==> src/rtl/trim_pkg.sv <==
package trim_pkg;
   localparam int unsigned DEF_CHAIN_W = 32;
   localparam int unsigned DEF_ATT_W   = 5;
   localparam int unsigned DEF_PH_W    = 3;
   localparam int unsigned DEF_SYNC    = 2;
   localparam int unsigned NUM_PATHS   = 2;

   // path index; carrier occupies the upper byte of the latched word
   typedef enum logic [0:0] {
      PATH_CARRIER = 1'b0,
      PATH_PEAK    = 1'b1
   } path_e;
endpackage

==> src/rtl/sync_cell.sv <==
module sync_cell #(
   parameter int unsigned STAGES = 2
) (
   input  logic clk,
   input  logic rst_n,
   input  logic async_i,
   output logic sync_o
);
   if (STAGES < 2) begin : g_bad
      $error("sync_cell: STAGES must be at least 2");
   end

   logic [STAGES-1:0] pipe;

   always_ff @(posedge clk) begin
      if (!rst_n) pipe <= '0;
      else        pipe <= {pipe[STAGES-2:0], async_i};
   end

   assign sync_o = pipe[STAGES-1];
endmodule

==> src/rtl/edge_sync.sv <==
module edge_sync #(
   parameter int unsigned STAGES = 2
) (
   input  logic clk,
   input  logic rst_n,
   input  logic async_i,
   output logic rise_o
);
   logic lvl;
   logic lvl_q;

   sync_cell #(.STAGES(STAGES)) i_sync (
      .clk    (clk),
      .rst_n  (rst_n),
      .async_i(async_i),
      .sync_o (lvl)
   );

   always_ff @(posedge clk) begin
      if (!rst_n) lvl_q <= 1'b0;
      else        lvl_q <= lvl;
   end

   assign rise_o = lvl & ~lvl_q;
endmodule

==> src/rtl/path_reg.sv <==
module path_reg #(
   parameter int unsigned PATH_W = 8
) (
   input  logic              clk,
   input  logic              rst_n,
   input  logic              pwr_max,
   input  logic              load,
   input  logic [PATH_W-1:0] d,
   output logic [PATH_W-1:0] q
);
   if (PATH_W < 1) begin : g_bad
      $error("path_reg: PATH_W must be positive");
   end

   always_ff @(posedge clk) begin
      if (!rst_n)    q <= pwr_max ? '1 : '0;
      else if (load) q <= d;
   end
endmodule

==> src/rtl/trim_serial_latch.sv <==
module trim_serial_latch
   import trim_pkg::*;
#(
   parameter int unsigned CHAIN_W = DEF_CHAIN_W,
   parameter int unsigned ATT_W   = DEF_ATT_W,
   parameter int unsigned PH_W    = DEF_PH_W,
   parameter int unsigned SYNC    = DEF_SYNC
) (
   input  logic             clk,
   input  logic             rst_n,
   input  logic             ser_clk,
   input  logic             ser_din,
   input  logic             ld_clk,
   input  logic             port_dis,
   input  logic             pwr_max,
   output logic             ser_dout,
   output logic [ATT_W-1:0] c_atten,
   output logic [PH_W-1:0]  c_phase,
   output logic [ATT_W-1:0] p_atten,
   output logic [PH_W-1:0]  p_phase
);
   localparam int unsigned PATH_W = ATT_W + PH_W;
   localparam int unsigned WORD_W = NUM_PATHS * PATH_W;

   if (CHAIN_W < WORD_W) begin : g_bad_chain
      $error("trim_serial_latch: CHAIN_W shorter than control word");
   end
   if (ATT_W < 1 || PH_W < 1) begin : g_bad_field
      $error("trim_serial_latch: field widths must be positive");
   end

   logic sh_rise, ld_rise, din_s, dis_s;
   logic sh_fire, ld_fire;
   logic [CHAIN_W-1:0] chain;
   logic [WORD_W-1:0]  held;

   edge_sync #(.STAGES(SYNC)) i_sh_edge (
      .clk(clk), .rst_n(rst_n), .async_i(ser_clk), .rise_o(sh_rise)
   );
   edge_sync #(.STAGES(SYNC)) i_ld_edge (
      .clk(clk), .rst_n(rst_n), .async_i(ld_clk), .rise_o(ld_rise)
   );
   sync_cell #(.STAGES(SYNC)) i_din_sync (
      .clk(clk), .rst_n(rst_n), .async_i(ser_din), .sync_o(din_s)
   );
   sync_cell #(.STAGES(SYNC)) i_dis_sync (
      .clk(clk), .rst_n(rst_n), .async_i(port_dis), .sync_o(dis_s)
   );

   assign sh_fire = sh_rise & ~dis_s;
   assign ld_fire = ld_rise & ~dis_s;

   // serial chain: newest bit at stage 0, last stage feeds the next device
   always_ff @(posedge clk) begin
      if (!rst_n)       chain <= '0;
      else if (sh_fire) chain <= {chain[CHAIN_W-2:0], din_s};
   end
   assign ser_dout = chain[CHAIN_W-1];

   // one output register per path; path 0 takes the upper byte of the word
   for (genvar p = 0; p < NUM_PATHS; p++) begin : g_path
      localparam int unsigned HI = WORD_W - 1 - p * PATH_W;
      path_reg #(.PATH_W(PATH_W)) i_reg (
         .clk    (clk),
         .rst_n  (rst_n),
         .pwr_max(pwr_max),
         .load   (ld_fire),
         .d      (chain[HI -: PATH_W]),
         .q      (held[HI -: PATH_W])
      );
   end

   localparam int unsigned C_HI = WORD_W - 1 - int'(PATH_CARRIER) * PATH_W;
   localparam int unsigned P_HI = WORD_W - 1 - int'(PATH_PEAK) * PATH_W;

   always_comb begin
      if (port_dis) begin
         c_atten = '0;
         c_phase = '0;
         p_atten = '0;
         p_phase = '0;
      end else begin
         c_atten = held[C_HI -: ATT_W];
         c_phase = held[C_HI - ATT_W -: PH_W];
         p_atten = held[P_HI -: ATT_W];
         p_phase = held[P_HI - ATT_W -: PH_W];
      end
   end
endmodule

==> config.mk <==
export PLATFORM = sky130hd
export DESIGN_NAME = trim_serial_latch
export DESIGN_NICKNAME = d
export VERILOG_FILES = /design/src/rtl/trim_pkg.sv /design/src/rtl/sync_cell.sv /design/src/rtl/edge_sync.sv /design/src/rtl/path_reg.sv /design/src/rtl/trim_serial_latch.sv
export SDC_FILE = /design/constraint.sdc
export NUM_CORES = 1
export LEC_CHECK = 0
export CAP_MARGIN = 10
export CORE_MARGIN = 1
export CORE_UTILIZATION = 50
export DETAILED_ROUTE_END_ITERATION = 6
export GPL_TIMING_DRIVEN = 0
export PLACE_DENSITY = 0.72
export RECOVER_POWER = 25
export SLEW_MARGIN = 20
export SYNTH_ARGS = -nofsm -noshare
export SYNTH_HDL_FRONTEND = slang
export SYNTH_HIERARCHICAL = 1
export SYNTH_SLANG_ARGS = --single-unit
==> constraint.sdc <==
create_clock -name clk -period 1.82 [get_ports clk]
set_clock_uncertainty 0.2 [all_clocks]
set_input_delay 0.455 -clock clk [delete_from_list [all_inputs] [get_ports clk]]
set_output_delay 0.455 -clock clk [all_outputs]
set_load 0.02 [all_outputs]
==> impl_metrics.toml <==
[run_status]
status = "finished clean"

[logic_synthesis]
synth_cells = 182
avgSynthCellArea_um2 = 12.9
syn_area_um2 = 2340
synth-seq-cells = 58
ys_types = 12
synthDominantCellAreaShare_pct = 35.9
syn_nets = 189
synthTopCellsByArea = "dfxtp_1, edfxtp_1, mux2i_1"
yosysSeqAreaShare_pct = 56.5
ys_warn_count = 6
synth_top_area_cell = "dfxtp_1"

[clock_tree]
cts_buffers = 9
clock_sinks = 58
clkLatencyLatePin_ns = 0.32
cts_max_level = 3
cts_buffer_depth = 2
cts_tree = "built"
clk_pin_slew_worst_paths_ns = 0.06
cts.root.buffer_cell = "clkbuf_8"

[critical_path]
cp_max_fo = 1
critPathLaunchType = "flip-flop"
reg2reg_from = "i_ld_edge/i_sync/pipe[1]"
cp.required_ns = 1.16
worstPathArrival_ns = 1.06
crit_path_end_kind = "output port"
cp-startpoint = "g_path[1].i_reg/q[0]"
critPathKind = "flip-flop to output port"

[route]
routed_via_density = 4.79
routed_wl_um = 3300
vias = 1309
drtIter0Drc = 83
dr.pass1.iters = 4
wl_per_cell_um = 12.1
final_antenna_net_count = 0
drc = 0

[floorplan]
die-area_um2 = 4960
core_um2 = 4410
start_util_pct = 53.0
die_h_um = 70.4
ios = 24
num_rows = 24
die_w_um = 70.4

[pwr]
cellInternalPower_mw = 2.08
netSwitchingFraction_pct = 21.4
p_sw_mw = 0.567
p_leak_nw = 1.10
p_clk_share_pct = 40.9
seqPwrFrac_pct = 51.7
p_per_area_nw_per_um2 = 969
pwr-share-comb_pct = 7.4
ir_drop_mv = 0.534

[global_routing]
grt_max_degree = 17
grt_pass1_vias = 1255
overflow = 0
grtUsageTotal_pct = 15.4
grt_pass1_wl_um = 5660
grt_antenna_before_repair = 0

[timing]
fin_hold_ws_ns = 0.234
fin_crit_sh_pct = 94.3
layout_min_cycle_time_ns = 1.72
slew_violations = 0
rsz0062_at_grt = "false"
setup_tns_ns = 0
setup_viol = 0
hold_viol = 0
relSlewSlack_pct = 66.2
tightest_slew_ns = 0.506
max_clock_freq_mhz = 583

[placed_design]
portBuffers = 23
hpwlAfterDp_um = 2340
gp_congestion = 0.694
dp_cells = 257

[cells_and_area]
antenna_cells = 0
drive_gt1_share_pct = 25.8
nets = 223
area_delta_synth_final_pct = 17.0
fillers = 353
finalNonFillerCells = 273
final_cell_mix = "dfxtp_1, nand2_1, mux2i_1"
final_common_cell = "dfxtp_1"
post-route-util_pct = 62.0

[min_path]
hp-start = "i_ld_edge/i_sync/pipe[0]"
hold_class = "flip-flop to flip-flop"

[flow_run]
drv_cap = 0
==> flip-flops by register name, summed over array words and instances (netlist names) <==
register	flops
i_ld_edge/i_sync/pipe	2
i_sh_edge/i_sync/pipe	2
g_path.i_reg/q	16
chain	32
i_dis_sync/pipe	2
i_din_sync/pipe	2
i_sh_edge/lvl_q	1
i_ld_edge/lvl_q	1
==> power groups by stage <==
stage / Sequential (mW) / Clock, mW / Combinational [mW]
6_report: 1.37 / 1.08 / 0.196
5_1_grt: 1.37 / 1.18 / 0.211
4_1_cts: 1.37 / 1.10 / 0.203
3_5_place_dp: 1.40 / 0 / 0.216
3_3_place_gp: 1.40 / 0 / 0.211
2_1_floorplan: 1.40 / 0 / 0.146
==> worst max-delay path: stages (launching register included) <==
cell and delay [ns]:
edfxtp_1 0.36, nor2b_1 0.13, clkdlybuf4s15_2 0.25
==> layout make-up <==
class                      instances  area (um2)  share of cell area [%]
buffer                            11         119                    4.34
clock buffer                      12         135                    4.94
clock inverter                     4        42.5                    1.55
multi-input combinational        113         900                    32.9
sequential                        58        1320                    48.3
tap                               52        65.1                    2.38
timing repair buffer              23         154                    5.62
==> cell usage after synthesis, drive strengths merged <==
| library cell | instances |
|---|---|
| dfxtp | 42 |
| nand2b | 2 |
| buf | 11 |
| and2 | 10 |
| edfxtp | 16 |
| mux2i | 32 |
| nand2 | 33 |
| nor2b | 20 |
| mux2 | 16 |
==> per-stage QoR <==
stage | instance area (um2) | power, mW | setup WS [ns]
global placement | 2640 | 1.61 | -0.795
floorplan | 2340 | 1.54 | 0.238
CTS | 2770 | 2.68 | 0.000148
finish | 2740 | 2.65 | 0.104
detailed placement | 2640 | 1.62 | -0.828
global route | 2740 | 2.76 | 0.0559
==> logic make-up after synthesis <==
group / synth area share, %
muxes: 24.0
buffers and inverters: 5.08
and+or+nand+nor: 14.5
DFF: 56.5
==> repair_timing <==
action,4_1_cts,5_1_grt
resized for setup,57,12
endpoints found under the setup margin,65,15
hold buffers,0,0
buffers inserted,0,0
==> metal layers <==
metal	track usage (%)	vias up	share of wire [%]
met5	0	-	0
met4	10.0	0	2.7
met3	5.48	8	5.0
met2	24.6	25	49
met1	17.3	597	44
li1	-	679	-
==> final timing paths <==
path | end | slack (ns) | depth (start not counted)
worst max register to register | g_path[1].i_reg/q[4] | 0.30 | 3
worst max-delay path | p_phase[0] | 0.10 | 2
worst min-delay path | i_ld_edge/i_sync/pipe[1] | 0.23 | 1
worst min register to register | i_ld_edge/i_sync/pipe[1] | 0.23 | 1
Note: power is estimated with default switching activity, not from simulation.
